## src/rtl/lw_sram.sv

```systemverilog
module lw_sram #(
  parameter int WORDS  = 64,
  parameter int LANES  = 4,
  parameter int LANE_W = 8
) (
  input  logic                           clk,
  input  logic                           rst_n,
  input  logic                           cke_n,
  input  logic                           cs_n,
  input  logic                           cs_hi,
  input  logic                           cs2_n,
  input  logic                           ld_n,
  input  logic                           wr_n,
  input  logic                           lin_burst,
  input  logic [$clog2(WORDS)-1:0]       addr,
  input  logic [LANES-1:0]               be_n,
  input  logic [LANES*LANE_W-1:0]        din,
  input  logic                           oe_n,
  output logic [LANES*LANE_W-1:0]        dout,
  output logic                           drive
);
  localparam int AW = $clog2(WORDS);
  localparam int DW = LANES * LANE_W;

  typedef enum logic [1:0] {OP_IDLE = 2'd0, OP_RD = 2'd1, OP_WR = 2'd2} op_t;

  op_t             op_q;
  logic [AW-1:0]   base_q;
  logic [1:0]      cnt_q;
  logic [LANES-1:0] be_q;
  logic [DW-1:0]   mem [WORDS];

  logic            sel_ok;
  logic [1:0]      low_bits;
  logic [AW-1:0]   cur_addr;

  assign sel_ok   = !cs_n && cs_hi && !cs2_n;
  assign low_bits = lin_burst ? base_q[1:0] + cnt_q : base_q[1:0] ^ cnt_q;
  assign cur_addr = {base_q[AW-1:2], low_bits};

  always_ff @(posedge clk or negedge rst_n) begin
    if (!rst_n) begin
      op_q   <= OP_IDLE;
      base_q <= '0;
      cnt_q  <= '0;
      be_q   <= '1;
    end else if (!cke_n) begin
      if (!ld_n) begin
        op_q   <= !sel_ok ? OP_IDLE : (wr_n ? OP_RD : OP_WR);
        base_q <= addr;
        cnt_q  <= '0;
      end else if (op_q != OP_IDLE) begin
        cnt_q  <= cnt_q + 2'd1;
      end
      be_q <= be_n;
    end
  end

  always_ff @(posedge clk) begin
    if (rst_n && !cke_n && op_q == OP_WR) begin
      for (int i = 0; i < LANES; i++) begin
        if (!be_q[i]) mem[cur_addr][i*LANE_W +: LANE_W] <= din[i*LANE_W +: LANE_W];
      end
    end
  end

  assign drive = (op_q == OP_RD) && !oe_n;
  assign dout  = drive ? mem[cur_addr] : '0;

  logic past_ok;
  always_ff @(posedge clk or negedge rst_n) begin
    if (!rst_n) past_ok <= 1'b0;
    else        past_ok <= 1'b1;
  end

  AST_SUSPEND_HOLD: assert property (@(posedge clk) disable iff (!rst_n)
    past_ok && $past(cke_n) |-> $stable(cur_addr) && $stable(op_q));
  AST_DESEL_DARK: assert property (@(posedge clk) disable iff (!rst_n)
    past_ok && $past(!cke_n && !ld_n && !sel_ok) |-> !drive);
  AST_WDATA_DARK: assert property (@(posedge clk) disable iff (!rst_n)
    past_ok && $past(!cke_n && !ld_n && sel_ok && !wr_n) |-> !drive);
  AST_BURST_UPPER: assert property (@(posedge clk) disable iff (!rst_n)
    past_ok && $past(!cke_n && ld_n) |-> cur_addr[AW-1:2] == $past(cur_addr[AW-1:2]));
  AST_LOAD_ADDR: assert property (@(posedge clk) disable iff (!rst_n)
    past_ok && $past(!cke_n && !ld_n) |-> cur_addr == $past(addr));
endmodule

```

## config.mk

```make
export PLATFORM = sky130hd
export DESIGN_NAME = lw_sram
export DESIGN_NICKNAME = d
export VERILOG_FILES = /design/src/rtl/lw_sram.sv
export SDC_FILE = /design/constraint.sdc
export NUM_CORES = 2
export LEC_CHECK = 0
export BUFFER_PORTS_ARGS = -buffer_cell sky130_fd_sc_hd__buf_4
export CORE_UTILIZATION = 57
export CTS_BUF_LIST = sky130_fd_sc_hd__clkbuf_8 sky130_fd_sc_hd__clkbuf_16
export DETAILED_ROUTE_END_ITERATION = 8
export PLACE_DENSITY = 0.74
export SLEW_MARGIN = 20
export SYNTH_ARGS = -nofsm -noshare
export SYNTH_HDL_FRONTEND = slang
export SYNTH_SLANG_ARGS = --single-unit
export TNS_END_PERCENT = 30
```

## constraint.sdc

```tcl
create_clock -name clk -period 4.25 [get_ports clk]
set_input_delay 1.275 -clock clk [delete_from_list [all_inputs] [get_ports clk]]
set_output_delay 1.275 -clock clk [all_outputs]
set_load 0.05 [all_outputs]
```

; ---- Word-level counts from Yosys, hierarchy flattened
; Memory sizes are Yosys's and may differ from the RTL's.
; Index checks and enable logic that the tools add are counted.
[word_totals]
out_inout_bits = 33
reg_bits = 14
in_bits = 52
mem_bits_rw = 2048
elab_cells = 43
memories = 1
[classes]
addsub = 2
eq_ne = 3
n_reduce_logical = 12
bitwise_logic = 3
n_mux = 18
[mem_list]
columns = name, words, word_bits, read_ports, rd_ports_with_merged_regs, write_ports, line
row1 = mem, 64, 32, 1, 0, 1, 31  ; logic [DW-1:0] mem [WORDS];
[op_table]
columns = operator, count
row1 = 32-bit two-way mux, 1
row2 = 1-bit two-way mux, 12
row3 = 2-bit two-way mux, 5
row4 = 1-bit logical AND, 5
row5 = 1-bit zero test, 4
row6 = 2-bit AND reduction, 2
row7 = "2-bit by 1-bit adder with 2-bit output, second input constant", 1
row8 = 2-bit adder, 1
row9 = "2-bit by 1-bit equality test with 1-bit output, second input constant", 1
row10 = "2-bit equality test, second input constant", 1
row11 = "2-bit by 1-bit != test with 1-bit output, second input constant", 1
row12 = 1-bit inverter, 2
row13 = 2-bit nonzero test, 1
row14 = 2-bit XOR, 1

; ---- Logic depth before layout (Yosys ltp)
[depth]
ltp_word = 5
mapped_depth = 13
depth_no_buf = 8

; ---- Least setup slack after synthesis
; Ideal clock, no wire load.
[synth_path]
path_type = input port to output port
startpoint = input port lin_burst
endpoint = output port dout[6]
path_slack_ps = -1466
required_ps = 2975
t_arrival_ps = 4441
path_stages = 10
n_path_buf = 4
path_cell_list = nand2_1 xnor2_1 buf_2 buf_2 buf_1 clkbuf_1 nand2_1 a31oi_1 nand4_1 nor4_1
[synth_between]
elab_chain_len = 3
[synth_lines]
columns = item, line
row1 = from (decl), 14  ; input logic lin_burst,
row2 = 2-bit two-way mux, 38  ; assign low_bits = lin_burst ? base_q[1:0] + cnt_q : base_q[1:0] ^ cnt_q;
row3 = memory 64 x 32 bit, n/a
row4 = 32-bit two-way mux, 68  ; assign dout = drive ? mem[cur_addr] : '0;
row5 = to (decl), 19  ; output logic [LANES*LANE_W-1:0] dout,
; No other way between the ends.

; ---- Worst setup path after layout
[layout_path]
startpoint = register base_q[2]
endpoint = output port dout[24]
[layout_between]
elab_chain_len = 2
[layout_lines]
columns = item, line
row1 = from (decl), 28  ; logic [AW-1:0] base_q;
row2 = from (signal assigned), 50  ; base_q <= addr;
row3 = memory 64 x 32 bit, n/a
row4 = 32-bit two-way mux, 68
; No other way between the ends.

==> flow_summary_export.csv <==
group,metric,value,unit
place,place_area,0.0886,mm²
place,io_buffers,84,
global_routing,grt-ovfl-total,0,
sta,hold_violations,0,
yosys,netlist_instances,4715,
power,powerDensity,520,mW/mm²
sta,rsz0062_at_grt,"true",
sta,drv_slew,0,
setup_path,start_kind,"flop",
cts,clkLatencyLatePin,0.85,ns
cts,path_clk_slew,0.06,ns
setup_path,path_common_cell,"buf_4",
finish,drive_gt1_frac,0.276,
cts,clock_sinks,2062,
global_routing,grt_pass1_wl,324000,µm
sta,clock.fmax,0.189,GHz
die,dieArea,0.142,mm²
setup_path,cpPeakStageDelay,0.66,ns
routing,drt_iter0_drc,7225,
finish,multiInputGateArea,0.0180,mm²
yosys,synthTopCellsByArea,"edfxtp_1 77%, mux4_2 7.6%, nand2_1 3.2%",
power,max-vdd-ir-drop,0.470,mV
global_routing,antenna_found_initial,13,
finish,post-route-cell-area,0.0966,mm²
setup_path,crit_buf_inv,4,
setup_path,arrival,4.02,ns
global_routing,grt_max_degree,65,
finish,regArea,0.0619,mm²
sta,finClkSkew,0.0237,ns
die,rows,137,
setup_path,crit_family,"simple AND/OR/NAND/NOR gates",
die,die_y,377,µm
yosys,synth.top_cells.by_count,"2048 x edfxtp_1, 675 x nand2_1, 355 x nor2_1, 270 x mux4_2, 227 x nand3_1",
setup_path,cp_slowest_cell,"dfrtp_4",
yosys,ys_types,51,
sta,post-route-period-util,1.25,
yosys,ys_seq_elements,2062,
yosys,synth_warnings,0,
run,max_cap_viol_count,0,
routing,routed_wirelength,226000,µm
cts,cts_buffer_depth,3,
routing,drc_errors,0,
yosys,syn-num-nets,4768,
sta,setup_ws,-1.04,ns
cts,cts_tree,"yes",
cts,numCtsBuffers,193,
die,initial_utilization,0.575,
sta,finalHoldWorstSlack,0.287,ns
cts,h-tree-depth,4,
sta,relSlewSlack,0.377,
yosys,ys_seq_area_frac,0.771,
place,gp_congestion,0.926,
setup_path,cp_cell_sequence,"buf_4 -> nor2b_1 -> nand2_1 -> buf_4 -> nor2_1 -> or4_4 -> nor4_4 -> buf_4 -> buf_8",
cts,hold_buffers,0,
die,core,0.140,mm²
yosys,synth_top_area_frac,0.767,
yosys,synth_area,0.0802,mm²
die,ios,85,
run_status,status,"finished with violations",
yosys,synth.most_common_cell,"edfxtp_1",
routing,vias,48200,
yosys,yosys.area.top_type,"edfxtp_1",
finish,nets,5550,
routing,firstDrtPassIters,6,
run_status,violations,"setup timing",
worst_hold_path,holdCritPathClass,"in2async",
finish,syn2layout_area_growth,20.4,%
sta,fin_crit,5.29,ns
global_routing,grt_pass1_vias,47100,
routing,ant_nets,0,
yosys,syn_area_per_cell,17.0,µm²
place,hpwl,143000,µm
setup_path,crit_type,"reg2out",
yosys,async_flop_share,0.00679,
setup_path,worstPathRequired,2.97,ns
yosys,synth_ff_type,"edfxtp_1",
power,p_leak,32.7,nW
sta,worst_pin_slew,0.933,ns
routing,avgViaCountPerCell,6.40,
cts,clockRootBuffer,"clkbuf_16",
global_routing,grt_usage,0.320,
routing,wire_per_inst,30.1,µm
finish,fill_cells,8556,
setup_path,cp_max_fo,12,
yosys,synth-edff-count,2048,
setup_path,end_kind,"output pin",
die,die_x,377,µm
sta,setup_viol,32,
registers in the layout (all words and copies together), names as in the netlist:
signal	cells
be_q	4
cnt_q	2
base_q	6
mem	2048
op_q	2
kinds of logic after synthesis:
group                    Yosys count  share of synthesized area
AO/OA/AOI/OAI                    380                     0.0316
flip-flops                      2062                      0.771
XOR/XNOR                           3                   0.000515
AND/OR/NAND/NOR                 1567                     0.0865
adder cells (fa/ha/maj)            1                   0.000156
multiplexers                     419                     0.0947
buffers and inverters            283                     0.0153
worst register-to-register path, cell delays in order (launching register included):
cell and delay [ns]:
dfrtp_1 0.42, ha_4 0.32, buf_12 0.17, buf_6 0.19, clkinv_4 0.10, buf_6 0.21
nor2_1 0.27, buf_4 0.22, nand2_2 0.26, buf_4 0.39, nor2_1 0.28, buf_4 0.23
through the flow:
| step | setup slack (ns) | TNS (ns) | total power [mW] | std cells | util |
|---|---|---|---|---|---|
| 2_1_floorplan | -0.313 | -8.25 | 28.3 | 4715 | - |
| 3_3_place_gp | -1.14 | -28.59 | 32.2 | 7116 | 0.635 |
| 3_5_place_dp | -1.14 | -28.50 | 32.4 | 7116 | 0.635 |
| 4_1_cts | -1.07 | -31.26 | 49.7 | 7499 | 0.687 |
| 5_1_grt | -1.07 | -31.40 | 51.4 | 7525 | 0.692 |
| 6_report | -1.04 | -29.13 | 50.2 | 7531 | 0.692 |
timing repair:
action,in CTS,in global routing
endpoints found under the setup margin,32,32
pin swaps,44,33
gates resized for setup,176,97
buffers inserted,30,20
gates cloned,7,6
cells in the final DEF, fill, tap and decap left out, types with 9 or more instances in the layout:
cell and n:
a211oi_1 88, nor3_1 16, nor2b_1 92, a31oi_1 45
mux4_2 270, nor3_4 11, buf_6 59, clkinv_1 39
or4_4 24, mux2_2 15, nand2_2 13, nand2_1 660
and3_1 63, bufinv_16 18, a32oi_1 9, o21ai_1 39
nand3_1 225, buf_4 687, a22o_1 9, clkbuf_16 202
inv_1 54, nor4_4 18, buf_12 73, nand4_1 55
clkinv_2 25, mux2i_1 122, inv_6 9, nor2_1 338
o22ai_1 42, buf_16 13, o21ai_0 60, o22a_1 14
buf_8 19, nor2_2 16, edfxtp_1 2048, o221ai_1 19
mux2i_2 11
power by group:
group          internal, mW  total [mW]  switching [mW]  leakage (nW)
clock                  9.51        16.9            7.37          3.17
combinational          4.73        10.9            6.18          11.0
sequential             22.4        22.4          0.0415          18.6
total                  36.6        50.2            13.6          32.7
layout make-up:
class / instances / share of cell area
sequential: 2062 / 0.640
multi-input combinational: 2370 / 0.187
timing repair buffer: 859 / 0.0843
clock buffer: 201 / 0.0515
tap: 1876 / 0.0243
clock inverter: 145 / 0.0121
inverter: 11 / 0.000479
antenna: 7 / 0.000181
per-layer routing:
metal	GRT usage	vias up	share of wire
met5	0	-	0.00034
met4	0.157	12	0.052
met3	0.0698	586	0.12
met2	0.495	3289	0.47
met1	0.436	24300	0.36
li1	-	20000	-
path summary, 6_finish.rpt:
check                      slack (ns)  cells past startpoint    endpoint      start
hold / removal                   0.29                      1   base_q[5]      rst_n
setup / recovery                -1.04                      9    dout[24]  base_q[2]
max in group asynchronous        3.71                      1     be_q[1]      rst_n
hold reg to reg                  0.58                      1   base_q[0]  base_q[0]
setup reg to reg                 0.89                     11  mem[51][5]   cnt_q[0]
min in group clk                 0.58                      1   base_q[0]  base_q[0]
No activity file was read; power rests on OpenSTA's default activity.
